===== config.mk =====
export PLATFORM = sky130hd
export DESIGN_NAME = viol_count_bank
export DESIGN_NICKNAME = d
export VERILOG_FILES = /design/src/rtl/vcb_pkg.sv /design/src/rtl/vcb_sat_counter.sv /design/src/rtl/vcb_ctrl_regs.sv /design/src/rtl/vcb_readout.sv /design/src/rtl/viol_count_bank.sv
export SDC_FILE = /design/constraint.sdc
export NUM_CORES = 1
export LEC_CHECK = 0
export BUFFER_PORTS_ARGS = -buffer_cell sky130_fd_sc_hd__buf_2
export CORE_MARGIN = 8
export CORE_UTILIZATION = 30
export CTS_CLUSTER_SIZE = 10
export DETAILED_ROUTE_END_ITERATION = 10
export HOLD_SLACK_MARGIN = 0.06
export PLACE_DENSITY = 0.45
export REMOVE_ABC_BUFFERS = 1
export SYNTH_ARGS = -nofsm -noshare
export SYNTH_HDL_FRONTEND = slang
export SYNTH_SLANG_ARGS = --single-unit

===== constraint.sdc =====
create_clock -name clk -period 5.7 [get_ports clk]
set_input_delay 1.71 -clock clk [delete_from_list [all_inputs] [get_ports clk]]
set_output_delay 1.71 -clock clk [all_outputs]
set_load 0.05 [all_outputs]

===== src/rtl/vcb_pkg.sv =====
package vcb_pkg;
  localparam logic [1:0] A_CHSEL = 2'd0;
  localparam logic [1:0] A_CTRL  = 2'd1;
  localparam logic [1:0] A_HOLD  = 2'd2;
  localparam int HOLD_W = 16;

  // Control register bits: [2] high byte select, [1] snapshot, [0] clear.
  typedef struct packed {
    logic byte_hi;
    logic snap;
    logic clr;
  } ctrl_t;
endpackage


===== src/rtl/vcb_sat_counter.sv =====
module vcb_sat_counter #(
  parameter int CNT_W = 16
) (
  input  logic             clk,
  input  logic             rst_n,
  input  logic             inc,
  input  logic             clr,
  output logic [CNT_W-1:0] count
);
  localparam logic [CNT_W-1:0] CMAX = '1;

  always_ff @(posedge clk) begin
    if (!rst_n)                   count <= '0;
    else if (clr)                 count <= '0;
    else if (inc && count != CMAX) count <= count + CNT_W'(1);
  end

  p_clear_wins_r7: assert property (@(posedge clk) disable iff (!rst_n)
    clr |=> count == '0);
  p_no_wrap_r3: assert property (@(posedge clk) disable iff (!rst_n)
    (count == CMAX && !clr) |=> count == CMAX);
  p_step_r2: assert property (@(posedge clk) disable iff (!rst_n)
    (!clr && inc && count != CMAX) |=> count == $past(count) + CNT_W'(1));
  p_idle_r2: assert property (@(posedge clk) disable iff (!rst_n)
    (!clr && !inc) |=> $stable(count));
endmodule


===== src/rtl/vcb_ctrl_regs.sv =====
module vcb_ctrl_regs
  import vcb_pkg::*;
#(
  parameter int NUM_CH       = 14,
  parameter int SEL_W        = 4,
  parameter int CLR_HOLD_CYC = 100
) (
  input  logic             clk,
  input  logic             rst_n,
  input  logic             we,
  input  logic [1:0]       addr,
  input  logic [7:0]       wdata,
  output logic [SEL_W-1:0] sel,
  output ctrl_t            ctrl,
  output logic             snap_fire,
  output logic             clr_fire
);
  localparam int HC_W = $clog2(CLR_HOLD_CYC) + 1;
  localparam logic [HC_W-1:0] HOLD_LAST = HC_W'(CLR_HOLD_CYC - 1);

  logic            snap_q;
  logic [HC_W-1:0] hold_cnt;
  logic            sel_wr, ctrl_wr, sel_valid;

  assign sel_wr    = we && (addr == A_CHSEL);
  assign ctrl_wr   = we && (addr == A_CTRL);
  assign sel_valid = int'(sel) < NUM_CH;

  always_ff @(posedge clk) begin
    if (!rst_n) begin
      sel      <= '0;
      ctrl     <= '0;
      snap_q   <= 1'b0;
      hold_cnt <= '0;
    end else begin
      if (sel_wr)  sel  <= wdata[SEL_W-1:0];
      if (ctrl_wr) ctrl <= ctrl_t'(wdata[2:0]);
      snap_q <= ctrl.snap;
      // Count consecutive cycles of a set clear bit; saturate at the threshold.
      if (!ctrl.clr || sel_wr)       hold_cnt <= '0;
      else if (hold_cnt != HOLD_LAST) hold_cnt <= hold_cnt + HC_W'(1);
    end
  end

  assign snap_fire = ctrl.snap && !snap_q && sel_valid;
  assign clr_fire  = ctrl.clr && sel_valid && (hold_cnt == HOLD_LAST);

  p_snap_single_r4: assert property (@(posedge clk) disable iff (!rst_n)
    snap_fire |=> !snap_fire);

  generate
    if (CLR_HOLD_CYC > 1) begin : g_hold_chk
      p_clr_min_hold_r6: assert property (@(posedge clk) disable iff (!rst_n)
        clr_fire |-> $past(ctrl.clr));
    end
  endgenerate
endmodule


===== src/rtl/vcb_readout.sv =====
module vcb_readout
  import vcb_pkg::*;
#(
  parameter int NUM_CH = 14,
  parameter int CNT_W  = 16,
  parameter int SEL_W  = 4
) (
  input  logic                    clk,
  input  logic                    rst_n,
  input  logic [NUM_CH*CNT_W-1:0] counts,
  input  logic [SEL_W-1:0]        sel,
  input  logic                    snap_fire,
  input  logic                    byte_hi,
  output logic [7:0]              hold_byte
);
  logic [CNT_W-1:0]  picked;
  logic [HOLD_W-1:0] hold;

  always_comb begin
    picked = '0;
    for (int i = 0; i < NUM_CH; i++)
      if (int'(sel) == i) picked = counts[i*CNT_W +: CNT_W];
  end

  always_ff @(posedge clk) begin
    if (!rst_n)         hold <= '0;
    else if (snap_fire) hold <= HOLD_W'(picked);
  end

  assign hold_byte = byte_hi ? hold[15:8] : hold[7:0];

  p_hold_idle_r4: assert property (@(posedge clk) disable iff (!rst_n)
    !snap_fire |=> $stable(hold));
  p_hold_load_r4: assert property (@(posedge clk) disable iff (!rst_n)
    snap_fire |=> hold == HOLD_W'($past(picked)));
endmodule


===== src/rtl/viol_count_bank.sv =====
module viol_count_bank
  import vcb_pkg::*;
#(
  parameter int NUM_CH       = 14,
  parameter int CNT_W        = 16,
  parameter int SEL_W        = 4,
  parameter int CLR_HOLD_CYC = 100
) (
  input  logic              clk,
  input  logic              rst_n,
  input  logic [NUM_CH-1:0] viol_pulse,
  input  logic              reg_we,
  input  logic [1:0]        reg_addr,
  input  logic [7:0]        reg_wdata,
  output logic [7:0]        reg_rdata
);
  logic [SEL_W-1:0]        sel;
  ctrl_t                   ctrl;
  logic                    snap_fire, clr_fire;
  logic [NUM_CH-1:0]       clr_vec;
  logic [NUM_CH*CNT_W-1:0] counts;
  logic [7:0]              hold_byte;

  vcb_ctrl_regs #(
    .NUM_CH(NUM_CH), .SEL_W(SEL_W), .CLR_HOLD_CYC(CLR_HOLD_CYC)
  ) u_ctrl (
    .clk(clk), .rst_n(rst_n), .we(reg_we), .addr(reg_addr), .wdata(reg_wdata),
    .sel(sel), .ctrl(ctrl), .snap_fire(snap_fire), .clr_fire(clr_fire)
  );

  generate
    for (genvar g = 0; g < NUM_CH; g++) begin : g_ch
      assign clr_vec[g] = clr_fire && (int'(sel) == g);
      vcb_sat_counter #(.CNT_W(CNT_W)) u_cnt (
        .clk(clk), .rst_n(rst_n), .inc(viol_pulse[g]), .clr(clr_vec[g]),
        .count(counts[g*CNT_W +: CNT_W])
      );
    end
  endgenerate

  vcb_readout #(.NUM_CH(NUM_CH), .CNT_W(CNT_W), .SEL_W(SEL_W)) u_rd (
    .clk(clk), .rst_n(rst_n), .counts(counts), .sel(sel),
    .snap_fire(snap_fire), .byte_hi(ctrl.byte_hi), .hold_byte(hold_byte)
  );

  always_comb begin
    case (reg_addr)
      A_CHSEL: reg_rdata = 8'(sel);
      A_CTRL:  reg_rdata = {5'b0, ctrl};
      A_HOLD:  reg_rdata = hold_byte;
      default: reg_rdata = 8'h00;
    endcase
  end

  p_clr_onehot_r10: assert property (@(posedge clk) disable iff (!rst_n)
    $onehot0(clr_vec));
endmodule


-- Word-level counts from Yosys, hierarchy flattened
Index checks and enable logic that the tools add are counted.
- register bits after elaboration: 256
- output and inout port bits: 8
- input bits: 27
- word-level logic and storage cells: 139
- $add $sub $neg: 15
- multiplexer cells: 16
- reductions and logical operators: 54
- order comparisons: 1
- equal/unequal tests: 31
- bitwise logic cells: 1
- operators with widths (kind ; number):
    16-bit by 1-bit adder with 16-bit output (second input constant) ; 14
    16-bit two-way mux ; 14
    16-bit != test (second input constant) ; 14
    1-bit logical AND ; 34
    4-bit equality test (second input constant) ; 8
    2-bit OR reduction ; 15
    8-bit case mux with 3 select lines ; 1
    4-bit by 3-bit equality test with 1-bit output (second input constant) ; 4
    8-bit by 1-bit adder with 8-bit output (second input constant) ; 1
    8-bit by 7-bit equality test with 1-bit output (second input constant) ; 1
    8-bit two-way mux ; 1
    8-bit by 7-bit != test with 1-bit output (second input constant) ; 1
    4-bit by 2-bit equality test with 1-bit output (second input constant) ; 1
    4-bit zero test ; 1
    4-bit < comparator (second input constant) ; 1
    2-bit by 1-bit equality test with 1-bit output (second input constant) ; 1
    2-bit equality test (second input constant) ; 1
    1-bit zero test ; 2
    2-bit zero test ; 1
    1-bit logical OR ; 1
    1-bit NOT ; 1

-- Depth between registers and ports, before layout
- depth after elaboration: 15
- mapped depth: 9
- gate-level depth less buffers: 6

-- Modules after synthesis
From an unflattened synthesis, not the netlist that was laid out.
- cell total of the unflattened synthesis: 1821
- area total of the unflattened synthesis: 16163.0 sq um
- by module, submodules not included (module ; cells each ; times used ; area an instance (sq um)):
    vcb_sat_counter ; 91 ; 14 ; 864.6
    vcb_readout ; 439 ; 1 ; 3120.5
    vcb_ctrl_regs ; 72 ; 1 ; 715.7
    viol_count_bank ; 36 ; 1 ; 222.7

-- Worst setup path before layout
OpenSTA, ideal clock, no wires.
- path kind: input to output
- start: input port reg_addr[1]
- end: output port reg_rdata[0]
- data arrival time: 3264 ps
- stages on the path: 5
- buffers on the path: 1
- path slack: 726 ps
- cell sequence: clkbuf_1 inv_1 nor2_1 a21oi_1 o21ai_0
- cells in the longest elaborated chain, start to end: 2
- elaborated cells on any way between the ends: 4
- RTL lines (item ; line ; text):
    from (decl) ; viol_count_bank.sv:13 ; input logic [1:0] reg_addr,
    2-bit equality test (tied with other cells) ; viol_count_bank.sv:47 ; case (reg_addr)
    8-bit case mux with 3 select lines * ; viol_count_bank.sv:47 ;
    to (decl) ; viol_count_bank.sv:15 ; output logic [7:0] reg_rdata
Mark *: on every way between the ends. The rest lies on a longest branch, timed or not.

-- Worst setup path in the final report
- start: input port reg_addr[0]
- end: output port reg_rdata[2]
Same word-level chain as after synthesis.

==> out/qor.yml <==
outcome:
  outcome: "finished, final reports clean"
timing:
  unrepaired_setup_endpoints_after_global_routing: "false"
  setup_ws_ns: 1.17
  finalSetupViolCount: 0
  setup_tns_ns: 0
  hold_violations: 0
  slew_of_the_pin_with_the_lowest_slew_margin_ns: 1.23
  timing.clock.skew_ns: 0.0170
  drv_slew: 0
  final.period_utilization_pct: 79.5
  period_minus_slack_ns: 4.53
  worst_slew_margin_relative_to_its_limit_pct: 17.4
  max_freq_ghz: 0.221
clocking:
  hold_buffers: 0
  worstSkewPairLatency_ns: 0.54
  total_clock_buffers_created_by_cts: 34
  cts-root-to-sink-buffers: 3
  cts.root.buffer_cell: "sky130_fd_sc_hd__clkbuf_16"
  clkTransAtPathRegs_ns: 0.05
  tritoncts: "built"
  cts.repair_timing.setup_buffer_count: 0
  post_cts.resized_instances: 0
  cts_num_sinks: 256
  clock_tree.htree_level_count: 2
logic_synthesis:
  ys_async_sr_fraction_pct: 0
  syn_area_per_cell_um2: 8.26
  sequential_area_share_after_synthesis_pct: 34.8
  synth.lib_cells_used.distinct: 87
  mapped_cells: 1782
  synth.cell_area_mm2: 0.0147
  ys_ff_latch: 256
  synth_enable_flop_cells: 0
  synth-main-ff-cell: "sky130_fd_sc_hd__dfxtp_1"
  yosysWarningCount: 0
critical_path:
  rr_startpoint: "u_ctrl.sel[0]$_SDFFE_PN0P_"
  reg2reg_setup_slack_ns: 2.44
  crit_fanout: 7
  critical_path_arrival_ns: 2.82
  timing.reg2reg.worst_path_depth: 4
  worst_setup_path_class: "in2out"
  critical_path.cell_chain: "buf_2, nand2b_1, nor2_1, o21ai_0, o21ai_0, buf_2"
  crit_path_max_incr_delay_ns: 0.32
  critical_path_sink_type: "primary output"
  worst_setup_path_start_kind: "input pin"
  critical-path-slowest-cell: "sky130_fd_sc_hd__nand2b_1"
  cp_required_ns: 3.99
  r2r-end: "g_ch[11].u_cnt.count[12]$_SDFFE_PP0P_"
pwr:
  power_frac_seq_pct: 44.5
  leakagePower_uw: 0.00521
  combinationalPowerShare_pct: 5.3
  p_clk_share_pct: 50.2
  power_uw: 4200
  sw_frac_of_total_pct: 24.1
  netSwitchingPower_uw: 1010
  cellInternalPower_uw: 3180
  power.ir.vdd_worst_mv: 0.160
  power.density_cell_area_mw_per_mm2: 255
cells_and_area:
  layout-drive-gt1-share_pct: 8.37
  core_occupancy_in_the_finished_layout_pct: 33.7
  final_common_cell: "sky130_fd_sc_hd__nor2_1"
  most-common-layout-cells: "sky130_fd_sc_hd__nor2_1 (264), sky130_fd_sc_hd__dfxtp_1 (252), sky130_fd_sc_hd__nand2_1 (103)"
  antenna_cells: 0
  design.final.nets: 1815
  area_growth_syn_to_layout_pct: 11.7
drt:
  drt-vias-per-instance: 5.49
  drt.antenna.violating_nets: 0
  dr.first_iter.drc_count: 814
  drtPass1Iterations: 8
  post_route_wl_um: 49100
  vias: 13500
  remaining_drc_errors: 0
  routedWlPerCell_um: 20.0
placement:
  dp_slack_ns: 1.18
  port-buffer-count: 30
  dpl.hpwl_um: 36400
  gpl.final_weighted_congestion: 0.881
run:
  maxCapViolations: 0
floorplan:
  num_io_pins: 35
  die_w_um: 238
  floorplan.initialDensity_pct: 30.2
  fp-row-count: 81
  die-height_um: 238
  placeableCoreArea_mm2: 0.0487
  floorplan.die_area_mm2: 0.0564
min_path:
  worstHoldPathType: "reg2reg"
  count_of_cells_along_the_worst_hold_path: 2
  worstHoldEndpoint: "u_rd.hold[0]$_SDFFE_PN0P_"
  hold_start: "u_rd.hold[0]$_SDFFE_PN0P_"
global_routing:
  grt_antenna_before_repair: 0
  groute.usage.overall_pct: 16.9
  grt_max_degree: 60
  grt_pass1_vias: 12600
  grt_remaining_overflow: 0
  wire_length_of_the_first_global_routing_pass_um: 75100
[area by class of cell]
class                   count  area (µm²)
clock buffers              52        1040
clock inverters             3        43.8
fillers                  5200       32300
inverters                  26        97.6
multi-input cells        1416        9080
flip-flops and latches    256        5130
well taps                 664         831
repair buffers             39         218
[worst max path at each step]
stage / start / end / cells after the start
5_1_grt: reg_addr[0] / reg_rdata[2] / 5
3_3_place_gp: reg_addr[0] / reg_rdata[2] / 6
6_report: reg_addr[0] / reg_rdata[2] / 6
4_1_cts: reg_addr[0] / reg_rdata[2] / 6
2_1_floorplan: u_ctrl.sel[0]$_SDFFE_PN0P_ / reg_rdata[0] / 2
3_5_place_dp: reg_addr[0] / reg_rdata[2] / 6
[synth_stat cells (all sizes together), types with 6 or more instances]
| cell | count | area (µm²) |
|---|---|---|
| a211oi | 27 | 203 |
| a21boi | 6 | 45.0 |
| a21oi | 77 | 385 |
| a22oi | 17 | 128 |
| a311oi | 7 | 61.3 |
| a31oi | 13 | 81.3 |
| and2 | 14 | 87.6 |
| and3 | 37 | 231 |
| and4 | 28 | 245 |
| buf | 58 | 327 |
| clkbuf | 26 | 97.6 |
| dfxtp | 256 | 5120 |
| ha | 15 | 188 |
| inv | 25 | 93.8 |
| mux2 | 15 | 169 |
| mux2i | 52 | 521 |
| nand2 | 103 | 387 |
| nand2b | 9 | 56.3 |
| nand3 | 101 | 518 |
| nand3b | 6 | 45.0 |
| nand4 | 70 | 453 |
| nand4b | 8 | 70.1 |
| nor2 | 264 | 991 |
| nor2b | 21 | 131 |
| nor3 | 68 | 345 |
| nor3b | 15 | 113 |
| nor4 | 24 | 178 |
| o2111ai | 11 | 96.3 |
| o211ai | 18 | 135 |
| o21ai | 83 | 438 |
| o22ai | 18 | 113 |
| o31ai | 13 | 163 |
| o32ai | 7 | 61.3 |
| or2 | 8 | 50.1 |
| or3 | 16 | 100 |
| xnor2 | 85 | 744 |
| xor2 | 74 | 648 |
[metal layers]
metal  wire (µm)  GRT usage (%)  vias to the layer above
met3        2460           2.62                       80
met5           0              0                        -
met2       22700           27.5                      314
met4        1500           6.12                        0
li1            -              -                     6576
met1       22500           22.3                     6523
[sequential cells by signal, indices dropped and copies added, names as in the netlist]
signal,flops
u_ctrl.hold_cnt,8
u_ctrl.sel,4
u_ctrl.ctrl,3
u_rd.hold,16
u_ctrl.snap_q,1
g_ch.u_cnt.count,224
[cells by family after synthesis]
kind of cell,count (synthesis),share of synthesized area (%)
flops,256,34.8
simple gates,810,28.3
mux,72,5.45
buf+inv,110,3.54
compound gates,360,17.2
fa+ha+maj,15,1.27
xor+xnor,159,9.46
[metrics by stage]
stage | std cells | hold WS, ns | instance area, µm²
detailed placement | 2401 | 0.460 | 15400
finish | 2456 | 0.478 | 16400
global route | 2456 | 0.500 | 16400
global placement | 2401 | 0.454 | 15400
CTS | 2456 | 0.468 | 16400
floorplan | 1698 | 0.433 | 14300
[power by group through the flow]
stage          clock [µW]  combinational [µW]  sequential, µW
6_report             2110                 223            1870
5_1_grt              2240                 245            1870
4_1_cts              2180                 222            1870
3_5_place_dp            0                 221            1910
3_3_place_gp            0                 219            1910
2_1_floorplan           0                 135            1890
[critical path, delay by kind of cell]
kind            cells  cell delay [ns]
buf+inv             2             0.42
simple gates        2             0.48
compound gates      2             0.20
Power figures use the tool's default switching activity.
